File: config.mk
export PLATFORM = sky130hd
export DESIGN_NAME = link_pwrup_seq
export DESIGN_NICKNAME = d
export VERILOG_FILES = /design/src/rtl/lps_pkg.sv /design/src/rtl/lps_sync2.sv /design/src/rtl/lps_timer.sv /design/src/rtl/lps_fsm.sv /design/src/rtl/link_pwrup_seq.sv
export SDC_FILE = /design/constraint.sdc
export NUM_CORES = 1
export LEC_CHECK = 0
export BUFFER_PORTS_ARGS = -buffer_cell sky130_fd_sc_hd__buf_2
export CAP_MARGIN = 25
export CORE_ASPECT_RATIO = 1.75
export CORE_UTILIZATION = 61
export DETAILED_ROUTE_END_ITERATION = 10
export MAX_ROUTING_LAYER = met4
export PLACE_DENSITY_LB_ADDON = 0.05
export SYNTH_ARGS = -nofsm -noshare
export SYNTH_HDL_FRONTEND = slang
export SYNTH_SLANG_ARGS = --single-unit
export TNS_END_PERCENT = 5
File: constraint.sdc
create_clock -name clk -period 3.12 [get_ports clk]
set_clock_uncertainty 0.15 [all_clocks]
set_input_delay 0.312 -clock clk [delete_from_list [all_inputs] [get_ports clk]]
set_output_delay 0.312 -clock clk [all_outputs]
set_load 0.02 [all_outputs]
File: src/rtl/lps_pkg.sv
package lps_pkg;

  typedef enum logic [3:0] {
    ST_IDLE,
    ST_SUPPLY,
    ST_CLK,
    ST_UNWIND,
    ST_PD_REL,
    ST_SETTLE,
    ST_EP_HOLD,
    ST_EP_REL,
    ST_POLL,
    ST_CORE_REL,
    ST_READY,
    ST_TIMEOUT
  } lps_state_e;

  typedef struct packed {
    logic supply;
    logic phy_pd;
    logic refclk;
    logic ep_asserted;
    logic phy_rst;
    logic core_rst;
    logic ready;
    logic timeout;
  } lps_out_t;

  localparam lps_out_t LPS_OUT_RST = '{supply: 1'b0, phy_pd: 1'b1, refclk: 1'b0,
                                       ep_asserted: 1'b1, phy_rst: 1'b1,
                                       core_rst: 1'b1, ready: 1'b0, timeout: 1'b0};

  // Microseconds to cycles, rounded up, never below one cycle.
  function automatic longint unsigned us2cyc(longint unsigned khz, longint unsigned us);
    longint unsigned c;
    c = (khz * us + 64'd999) / 64'd1000;
    if (c == 64'd0) c = 64'd1;
    return c;
  endfunction

  function automatic lps_out_t decode(lps_state_e st);
    lps_out_t o;
    o = LPS_OUT_RST;
    case (st)
      ST_IDLE:     o = LPS_OUT_RST;
      ST_SUPPLY,
      ST_CLK,
      ST_UNWIND:   o.supply = 1'b1;
      ST_PD_REL:   begin o.supply = 1'b1; o.phy_pd = 1'b0; end
      ST_SETTLE,
      ST_EP_HOLD:  begin o.supply = 1'b1; o.phy_pd = 1'b0; o.refclk = 1'b1; end
      ST_EP_REL:   begin
                     o.supply = 1'b1; o.phy_pd = 1'b0; o.refclk = 1'b1;
                     o.ep_asserted = 1'b0;
                   end
      ST_POLL,
      ST_TIMEOUT:  begin
                     o.supply = 1'b1; o.phy_pd = 1'b0; o.refclk = 1'b1;
                     o.ep_asserted = 1'b0; o.phy_rst = 1'b0;
                     o.timeout = (st == ST_TIMEOUT);
                   end
      ST_CORE_REL,
      ST_READY:    begin
                     o.supply = 1'b1; o.phy_pd = 1'b0; o.refclk = 1'b1;
                     o.ep_asserted = 1'b0; o.phy_rst = 1'b0; o.core_rst = 1'b0;
                     o.ready = (st == ST_READY);
                   end
      default:     o = LPS_OUT_RST;
    endcase
    return o;
  endfunction

endpackage

File: src/rtl/lps_sync2.sv
module lps_sync2 #(
  parameter int unsigned STAGES = 2
) (
  input  logic clk,
  input  logic rst_n,
  input  logic async_i,
  output logic sync_o
);

  logic [STAGES-1:0] chain_q;
  logic [STAGES-1:0] chain_d;

  always_comb begin
    chain_d = {chain_q[STAGES-2:0], async_i};
  end

  always_ff @(posedge clk or negedge rst_n) begin
    if (!rst_n) chain_q <= '0;
    else        chain_q <= chain_d;
  end

  assign sync_o = chain_q[STAGES-1];

endmodule

File: src/rtl/lps_timer.sv
module lps_timer #(
  parameter int unsigned W = 8
) (
  input  logic         clk,
  input  logic         rst_n,
  input  logic         load_i,
  input  logic [W-1:0] val_i,
  output logic         done_o
);

  logic [W-1:0] cnt_q;
  logic [W-1:0] cnt_d;
  logic         cnt_en;

  assign done_o = (cnt_q == '0);
  assign cnt_en = load_i | ~done_o;

  always_comb begin
    if (load_i) cnt_d = val_i;
    else        cnt_d = cnt_q - W'(1);
  end

  always_ff @(posedge clk or negedge rst_n) begin
    if (!rst_n)      cnt_q <= '0;
    else if (cnt_en) cnt_q <= cnt_d;
  end

endmodule

File: src/rtl/lps_fsm.sv
module lps_fsm
  import lps_pkg::*;
#(
  parameter int unsigned NUM_CLK    = 3,
  parameter int unsigned TW         = 8,
  parameter int unsigned LOCK_TRIES = 4,
  parameter int unsigned PD_CYC     = 1,
  parameter int unsigned SETTLE_CYC = 1,
  parameter int unsigned HOLD_CYC   = 1,
  parameter int unsigned POLL_CYC   = 1
) (
  input  logic               clk,
  input  logic               rst_n,
  input  logic               start_i,
  input  logic               shutdown_i,
  input  logic [NUM_CLK-1:0] clk_fail_i,
  input  logic               lock_i,
  input  logic               tmr_done_i,
  output logic               tmr_load_o,
  output logic [TW-1:0]      tmr_val_o,
  output logic [NUM_CLK-1:0] clk_en_o,
  output lps_out_t           out_o
);

  localparam int unsigned IW = (NUM_CLK > 1) ? $clog2(NUM_CLK) : 1;
  localparam int unsigned RW = $clog2(LOCK_TRIES + 1);

  lps_state_e         state_q, state_d;
  logic [IW-1:0]      idx_q, idx_d;
  logic [RW-1:0]      tries_q, tries_d;
  logic [NUM_CLK-1:0] clken_q, clken_d;
  lps_out_t           out_q;

  always_comb begin
    state_d    = state_q;
    idx_d      = idx_q;
    tries_d    = tries_q;
    clken_d    = clken_q;
    tmr_load_o = 1'b0;
    tmr_val_o  = '0;
    if (shutdown_i) begin
      state_d = ST_IDLE;
      idx_d   = '0;
      tries_d = '0;
      clken_d = '0;
    end else begin
      case (state_q)
        ST_IDLE:   if (start_i) state_d = ST_SUPPLY;
        ST_SUPPLY: begin
          state_d = ST_CLK;
          idx_d   = '0;
          clken_d = NUM_CLK'(1);
        end
        ST_CLK: begin
          if (clk_fail_i[idx_q]) begin
            state_d = ST_UNWIND;
          end else if (idx_q == IW'(NUM_CLK - 1)) begin
            state_d    = ST_PD_REL;
            tmr_load_o = 1'b1;
            tmr_val_o  = TW'(PD_CYC - 1);
          end else begin
            idx_d   = idx_q + IW'(1);
            clken_d = (clken_q << 1) | NUM_CLK'(1);
          end
        end
        ST_UNWIND: begin
          // enables are contiguous from bit 0: a right shift drops the newest
          if (clken_q == '0) state_d = ST_IDLE;
          else               clken_d = clken_q >> 1;
        end
        ST_PD_REL: if (tmr_done_i) begin
          state_d    = ST_SETTLE;
          tmr_load_o = 1'b1;
          tmr_val_o  = TW'(SETTLE_CYC - 1);
        end
        ST_SETTLE: if (tmr_done_i) begin
          state_d    = ST_EP_HOLD;
          tmr_load_o = 1'b1;
          tmr_val_o  = TW'(HOLD_CYC - 1);
        end
        ST_EP_HOLD: if (tmr_done_i) state_d = ST_EP_REL;
        ST_EP_REL: begin
          state_d    = ST_POLL;
          tries_d    = '0;
          tmr_load_o = 1'b1;
          tmr_val_o  = TW'(POLL_CYC - 1);
        end
        ST_POLL: if (tmr_done_i) begin
          if (lock_i) begin
            state_d = ST_CORE_REL;
          end else if (tries_q == RW'(LOCK_TRIES - 1)) begin
            state_d = ST_TIMEOUT;
          end else begin
            tries_d    = tries_q + RW'(1);
            tmr_load_o = 1'b1;
            tmr_val_o  = TW'(POLL_CYC - 1);
          end
        end
        ST_CORE_REL: state_d = ST_READY;
        ST_READY:    state_d = ST_READY;
        ST_TIMEOUT:  state_d = ST_TIMEOUT;
        default:     state_d = ST_IDLE;
      endcase
    end
  end

  always_ff @(posedge clk or negedge rst_n) begin
    if (!rst_n) begin
      state_q <= ST_IDLE;
      idx_q   <= '0;
      tries_q <= '0;
      clken_q <= '0;
      out_q   <= LPS_OUT_RST;
    end else begin
      state_q <= state_d;
      idx_q   <= idx_d;
      tries_q <= tries_d;
      clken_q <= clken_d;
      out_q   <= decode(state_d);
    end
  end

  assign clk_en_o = clken_q;
  assign out_o    = out_q;

  generate
    for (genvar g = 1; g < NUM_CLK; g++) begin : g_order
      AST_CLK_ORDER: assert property (@(posedge clk) disable iff (!rst_n)
        clken_q[g] |-> clken_q[g-1]);
    end
  endgenerate

  AST_SUPPLY_LAST: assert property (@(posedge clk) disable iff (!rst_n)
    (clken_q != '0) |-> out_q.supply);

  AST_REF_AFTER_PD: assert property (@(posedge clk) disable iff (!rst_n)
    out_q.refclk |-> !out_q.phy_pd);

  AST_READY_AFTER_CORE: assert property (@(posedge clk) disable iff (!rst_n)
    $rose(out_q.ready) |-> $past(!out_q.core_rst));

  AST_TIMEOUT_NOT_READY: assert property (@(posedge clk) disable iff (!rst_n)
    out_q.timeout |-> (!out_q.ready && out_q.core_rst));

  AST_SHUTDOWN_CLEAR: assert property (@(posedge clk) disable iff (!rst_n)
    shutdown_i |=> (!out_q.supply && clken_q == '0 && out_q.phy_pd));

endmodule

File: src/rtl/link_pwrup_seq.sv
module link_pwrup_seq
  import lps_pkg::*;
#(
  parameter int unsigned NUM_CLK    = 3,
  parameter int unsigned REF_KHZ    = 100000,
  parameter int unsigned PD_US      = 10,
  parameter int unsigned SETTLE_US  = 200,
  parameter int unsigned HOLD_US    = 100000,
  parameter int unsigned POLL_US    = 50,
  parameter int unsigned LOCK_TRIES = 2000
) (
  input  logic               clk,
  input  logic               rst_n,
  input  logic               start_i,
  input  logic               shutdown_i,
  input  logic               ep_active_hi_i,
  input  logic [NUM_CLK-1:0] clk_fail_i,
  input  logic               pll_lock_i,
  output logic               supply_en_o,
  output logic [NUM_CLK-1:0] clk_en_o,
  output logic               phy_pd_o,
  output logic               refclk_en_o,
  output logic               ep_rst_o,
  output logic               phy_rst_o,
  output logic               core_rst_o,
  output logic               ready_o,
  output logic               lock_timeout_o
);

  localparam int unsigned PD_CYC     = int'(us2cyc(64'(REF_KHZ), 64'(PD_US)));
  localparam int unsigned SETTLE_CYC = int'(us2cyc(64'(REF_KHZ), 64'(SETTLE_US)));
  localparam int unsigned HOLD_CYC   = int'(us2cyc(64'(REF_KHZ), 64'(HOLD_US)));
  localparam int unsigned POLL_CYC   = int'(us2cyc(64'(REF_KHZ), 64'(POLL_US)));
  localparam int unsigned MAX_A      = (PD_CYC > SETTLE_CYC) ? PD_CYC : SETTLE_CYC;
  localparam int unsigned MAX_B      = (HOLD_CYC > POLL_CYC) ? HOLD_CYC : POLL_CYC;
  localparam int unsigned MAX_CYC    = (MAX_A > MAX_B) ? MAX_A : MAX_B;
  localparam int unsigned TW         = $clog2(MAX_CYC + 1);

  logic          lock_sync;
  logic          tmr_load;
  logic [TW-1:0] tmr_val;
  logic          tmr_done;
  lps_out_t      seq_out;

  lps_sync2 #(.STAGES(2)) u_lock_sync (
    .clk     (clk),
    .rst_n   (rst_n),
    .async_i (pll_lock_i),
    .sync_o  (lock_sync)
  );

  lps_timer #(.W(TW)) u_timer (
    .clk    (clk),
    .rst_n  (rst_n),
    .load_i (tmr_load),
    .val_i  (tmr_val),
    .done_o (tmr_done)
  );

  lps_fsm #(
    .NUM_CLK    (NUM_CLK),
    .TW         (TW),
    .LOCK_TRIES (LOCK_TRIES),
    .PD_CYC     (PD_CYC),
    .SETTLE_CYC (SETTLE_CYC),
    .HOLD_CYC   (HOLD_CYC),
    .POLL_CYC   (POLL_CYC)
  ) u_fsm (
    .clk        (clk),
    .rst_n      (rst_n),
    .start_i    (start_i),
    .shutdown_i (shutdown_i),
    .clk_fail_i (clk_fail_i),
    .lock_i     (lock_sync),
    .tmr_done_i (tmr_done),
    .tmr_load_o (tmr_load),
    .tmr_val_o  (tmr_val),
    .clk_en_o   (clk_en_o),
    .out_o      (seq_out)
  );

  assign supply_en_o    = seq_out.supply;
  assign phy_pd_o       = seq_out.phy_pd;
  assign refclk_en_o    = seq_out.refclk;
  assign ep_rst_o       = seq_out.ep_asserted ? ep_active_hi_i : ~ep_active_hi_i;
  assign phy_rst_o      = seq_out.phy_rst;
  assign core_rst_o     = seq_out.core_rst;
  assign ready_o        = seq_out.ready;
  assign lock_timeout_o = seq_out.timeout;

endmodule

### Yosys cells after proc, flatten, opt, wreduce, memory -nomap -nowiden

Index checks and enable logic that the tools add are counted.

* magnitude comparators: 1
* add/subtract/negate cells: 3
* multipliers: 0
* shifts and indexed selects: 0
* eq/ne operators: 30
* reductions and logical operators: 18
* mux-type cells: 54
* divide/modulo/power cells: 0
* bitwise operators: 3

Operators with widths (number)
* 2-to-1 mux 24 bit: 6
* one-hot mux 24 bit (5 select lines): 1
* 2-to-1 mux 11 bit: 4
* 2-to-1 mux 4 bit: 11
* one-hot mux 4 bit (11 select lines): 1
* equality test 4 x 3 -> 1 bit, second input constant: 8
* equality test 4 bit, second input constant: 8
* zero test 24 bit: 1
* subtractor 24 x 1 -> 24 bit, second input constant: 1
* one-hot mux 11 bit (2 select lines): 1
* != test 3 bit, second input constant: 6
* equality test 4 x 2 -> 1 bit, second input constant: 4
* 2-to-1 mux 1 bit: 15
* 2-to-1 mux 15 bit: 1
* 2-to-1 mux 13 bit: 1
* 2-to-1 mux 3 bit: 4
* adder 11 x 1 -> 11 bit, second input constant: 1
* equality test 11 bit, second input constant: 1
* OR reduction 11 bit: 1
* 2-to-1 mux 10 bit: 1
* one-hot mux 3 bit (3 select lines): 1
* equality test 4 x 1 -> 1 bit, second input constant: 2
* 2-to-1 mux 2 bit: 4
* AND reduction 4 bit: 2
* 18 further kinds: 23

* input port bits: 9
* logic and storage cells: 123
* latch bits: 0
* register bits after elaboration: 54
* ROM bits: 0
* memories: 0
* bits in writable memories: 0

### Longest topological paths before layout

* word-level depth: 9
* depth in mapped cells: 8
* mapped depth without buffers: 7

### Cells and area by module

A second synthesis with hierarchy kept.

* cells, all modules: 366
* area total of the unflattened synthesis: 3300.7 sq um

By module, submodules not included
* lps_fsm: area each 1805.5 sq um, instances 1, cells each 209
* lps_timer: area each 1436.4 sq um, instances 1, cells each 154
* lps_sync2: area each 50.0 sq um, instances 1, cells each 2
* link_pwrup_seq: area each 8.8 sq um, instances 1, cells each 1

### Worst setup path before layout

OpenSTA, ideal clock, no wires.

* path kind: register to register
* start point: reg u_timer.cnt_q[0]
* end point: reg u_fsm.tries_q[7]
* arrival time: 2.359 ns
* buffers on the path: 0
* cell stages (with the launch flop): 8
* path slack: 0.534 ns
* library setup time: 0.077 ns
* clock period less this slack: 2.586 ns
* data required time: 2.893 ns
* cell sequence: dfrtp_1 -> inv_1 -> ha_1 -> or4b_1 -> nor4_4 -> nand4_2 -> or4_1 -> a21oi_1

* cells in the longest elaborated chain, start to end: 3

RTL lines
* from (decl): line lps_timer.sv:11 `logic [W-1:0] cnt_q;`
* from (signal assigned): line lps_timer.sv:25 `else if (cnt_en) cnt_q <= cnt_d;`
* zero test 24 bit: line lps_timer.sv:15 `assign done_o = (cnt_q == '0);`
* != test 3 bit (no source line)
* AND reduction 4 bit (no source line)
* to (signal assigned): line lps_fsm.sv:117 `tries_q <= tries_d;`
* to (decl): line lps_fsm.sv:30 `logic [RW-1:0] tries_q, tries_d;`

No other way between the ends.
A chain may end at the register's enable or synchronous reset.

### Final worst setup path

* start point: reg u_timer.cnt_q[0]
* end point: reg u_fsm.tries_q[4]

Same word-level chain as after synthesis.

==> impl_metrics.json <==
{
  "status": "finished, violations left",
  "violations": "negative hold slack",
  "htree_num_levels": 2,
  "p_sw_uw": 509.0,
  "detail-route-antenna-nets": 0,
  "reg2reg_depth": 8,
  "synth-compound-area-share_pct": 18.82,
  "viasPerCell": 6.454,
  "grt-busiest-layer": "met2",
  "cp_num_buf_inv": 2,
  "layout_commonest_cell": "dfrtp_1",
  "tightest_slew_ns": 0.9086,
  "hp-class": "in2async",
  "antenna_found_initial": 0,
  "layout-drive-gt1-share_pct": 15.99,
  "routed_wirelength_um": 7763,
  "via_count": 2898,
  "chipHeight_um": 99.27,
  "synth_top_family_by_area": "simple AND/OR/NAND/NOR gates",
  "worstPathRequired_ns": 3.20,
  "crit_fanout": 10,
  "p_sw_share_pct": 29.00,
  "track_usage_pct": 30.60,
  "path_clk_slew_ns": 0.09,
  "path_cells": "inv_1 -> ha_1 -> or4b_1 -> nor4_4 -> nand4_2 -> buf_4 -> a21o_1 -> o22ai_1",
  "report.final.slew_viol_count": 0,
  "setup_tns_ns": 0,
  "maxCapViolCount": 0,
  "die-width_um": 57.59,
  "synthesis.nets": 383,
  "arrival_ns": 2.94,
  "post-route-period-util_pct": 91.86,
  "yosysWarnings": 0,
  "numClockSinks": 54,
  "initial_utilization_pct": 62.76,
  "fmax_ghz": 0.3489,
  "fin_crit_ns": 2.866,
  "synth_top_area_share_pct": 37.94,
  "rsz0062_at_grt": "false",
  "synthCells": 371,
  "critPathMaxStageDelay_ns": 0.55,
  "clk_latency_ns": 0.31,
  "async_flop_share_pct": 100.0,
  "routedWlPerCell_um": 17.29,
  "synth_top_cell_by_area": "dfrtp_1",
  "core.rowCount": 35,
  "start_kind": "flip-flop",
  "place_congestion": 0.8367,
  "power.density_nw_per_um2": 486.7,
  "synth-simple-area-share_pct": 28.64,
  "synth-xor-area-share_pct": 3.187,
  "cp_top_family": "simple AND/OR/NAND/NOR gates",
  "stdcell_count": 449,
  "synth_area_um2": 3298,
  "p_int_mw": 1.246,
  "grt_pass1_wl_um": 13210,
  "slew_headroom_pct": 39.42,
  "dieArea_um2": 5716,
  "core_area_um2": 5255,
  "power_frac_comb_pct": 19.3,
  "port_buffers": 19,
  "leakage_nw": 1.444,
  "pwr-share-seq_pct": 49.5,
  "grt_start_max_net_pins": 41,
  "cts_setup_buffers": 0,
  "met1_usage_pct": 34.85,
  "hpwlAfterDp_um": 5805,
  "first_pass_iters": 4,
  "drc": 0,
  "fin_hold_ws_ns": -0.02604,
  "met3_usage_pct": 3.641,
  "antenna_cells": 0,
  "endpoint_kind": "flip-flop",
  "muxShareOfSynthArea_pct": 2.428,
  "yosysSeqAreaShare_pct": 41.12,
  "grt_pass1_vias": 2844,
  "clock_path_buffers": 2,
  "synth.avg_cell_area_um2": 8.890,
  "area_growth_pct": 9.332,
  "ir_drop_uv": 347.7,
  "crit_slowest_cell": "or4b_1",
  "io_pins": 20,
  "cts_buffers": 5,
  "clkPwrFrac_pct": 31.3,
  "grt_overflow_total": 0,
  "detail_route.iter0.violations": 121,
  "critPathKind": "reg2reg",
  "ys_ff_latch": 54,
  "setup_viol": 0,
  "cts_tree": "done",
  "synth_fa_ha_area_share_pct": 1.138,
  "dp.cells": 440,
  "synthFlopType": "dfrtp_1",
  "cts_root_buf": "clkbuf_8",
  "crit_cells": 8,
  "use_met2_pct": 52.95,
  "synth_edf_count": 0,
  "synthDistinctLibCells": 59,
  "mostFrequentLayoutCells": "dfrtp_1, nor2_1, a21oi_1",
  "fin_nets": 405,
  "hold_viol": 33,
  "synth.area.top_cells": "dfrtp_1, a21oi_1, nor2_1"
}
power by group through the flow:
stage | registers [mW] | clock network, mW | logic [mW]
after floorplan | 0.862 | 0 | 0.259
after global placement | 0.874 | 0 | 0.325
after detailed placement | 0.879 | 0 | 0.335
after CTS | 0.865 | 0.557 | 0.339
after global routing | 0.879 | 0.583 | 0.378
final | 0.868 | 0.549 | 0.338
Yosys cell counts (all sizes together) (3+ instances only):
cell and n:
a21o 6, a21oi 29, a22oi 5, a31oi 3, and2 3, and3 8, buf 4, clkbuf 12
dfrtp 50, dfstp 4, ha 3, inv 18, mux2i 8, nand2 20, nand2b 10, nand3 9
nand4 6, nand4b 4, nor2 38, nor3 14, nor4 11, o2111ai 3, o211ai 5, o21ai 18
o22ai 6, o31ai 4, o41ai 3, or2 6, or3 14, or3b 3, or4 7, or4b 4
xnor2 8, xor2 4
registers in the layout, indices dropped and copies added (netlist names):
signal	flops
u_fsm.idx_q	2
u_fsm.tries_q	11
u_timer.cnt_q	24
u_lock_sync.chain_q	2
u_fsm.out_o	8
u_fsm.clk_en_o	3
u_fsm.state_q	4
worst register-to-register path: cells and delay by family (launching register included):
family / cells / cell delay (ns)
simple gates: 3 / 1.27
flops: 1 / 0.41
fa+ha+maj: 1 / 0.22
compound gates: 2 / 0.42
buf+inv: 2 / 0.33
routing by layer:
layer / vias to the layer above / routed length [um]
li1: 1421 / -
met4: 0 / 299
met2: 70 / 4170
met5: - / 0
met3: 27 / 205
met1: 1380 / 3088
logic make-up (layout without fill, tap and decap cells):
kind of cell,after synthesis,after routing
AOI/OAI and AO/OA,96,96
xor gates and xnor gates,12,12
adders and majority gates,3,3
buffers and inverters,34,57
DFF,54,54
muxes,8,8
and+or+nand+nor,164,164
area by class of cell:
type,instances,area [um^2]
fill,439,1649
sequential,54,1356
tap,55,68.82
clock buffer,5,68.82
multi-input combinational,283,1788
timing repair buffer,31,187.7
inverter,18,67.56
clock inverter,3,68.82
per-stage QoR:
| stage | utilization (%) | hold WS, ns | worst slack [ns] | power, mW | cell area, um^2 |
|---|---|---|---|---|---|
| after detailed placement | 65.81 | 0.1865 | 0.2685 | 1.214 | 3458 |
| after global placement | 65.81 | 0.1848 | 0.3140 | 1.199 | 3458 |
| after floorplan | - | -0.1336 | 0.5340 | 1.120 | 3298 |
| final | 68.62 | -0.02604 | 0.2540 | 1.755 | 3606 |
| after CTS | 68.62 | 0.01091 | 0.2515 | 1.761 | 3606 |
| after global routing | 68.62 | 0.04717 | 0.007236 | 1.839 | 3606 |
path summary, 6_finish.rpt:
path                                         from                endpoint  slack (ns)
min in group clk           u_lock_sync.chain_q[0]  u_lock_sync.chain_q[1]        0.21
max                              u_timer.cnt_q[0]        u_fsm.tries_q[4]        0.25
max reg2reg                      u_timer.cnt_q[0]        u_fsm.tries_q[4]        0.25
max in group asynchronous                   rst_n          u_fsm.out_o[4]        2.11
min                                         rst_n        u_timer.cnt_q[8]       -0.03
min reg2reg                u_lock_sync.chain_q[0]  u_lock_sync.chain_q[1]        0.21
repair_timing:
| item | CTS | global route |
|---|---|---|
| hold endpoints to repair | 1 | 0 |
| hold buffers | 1 | 0 |
| resized for setup | 0 | 0 |
Note: power is estimated with default switching activity, not from simulation.
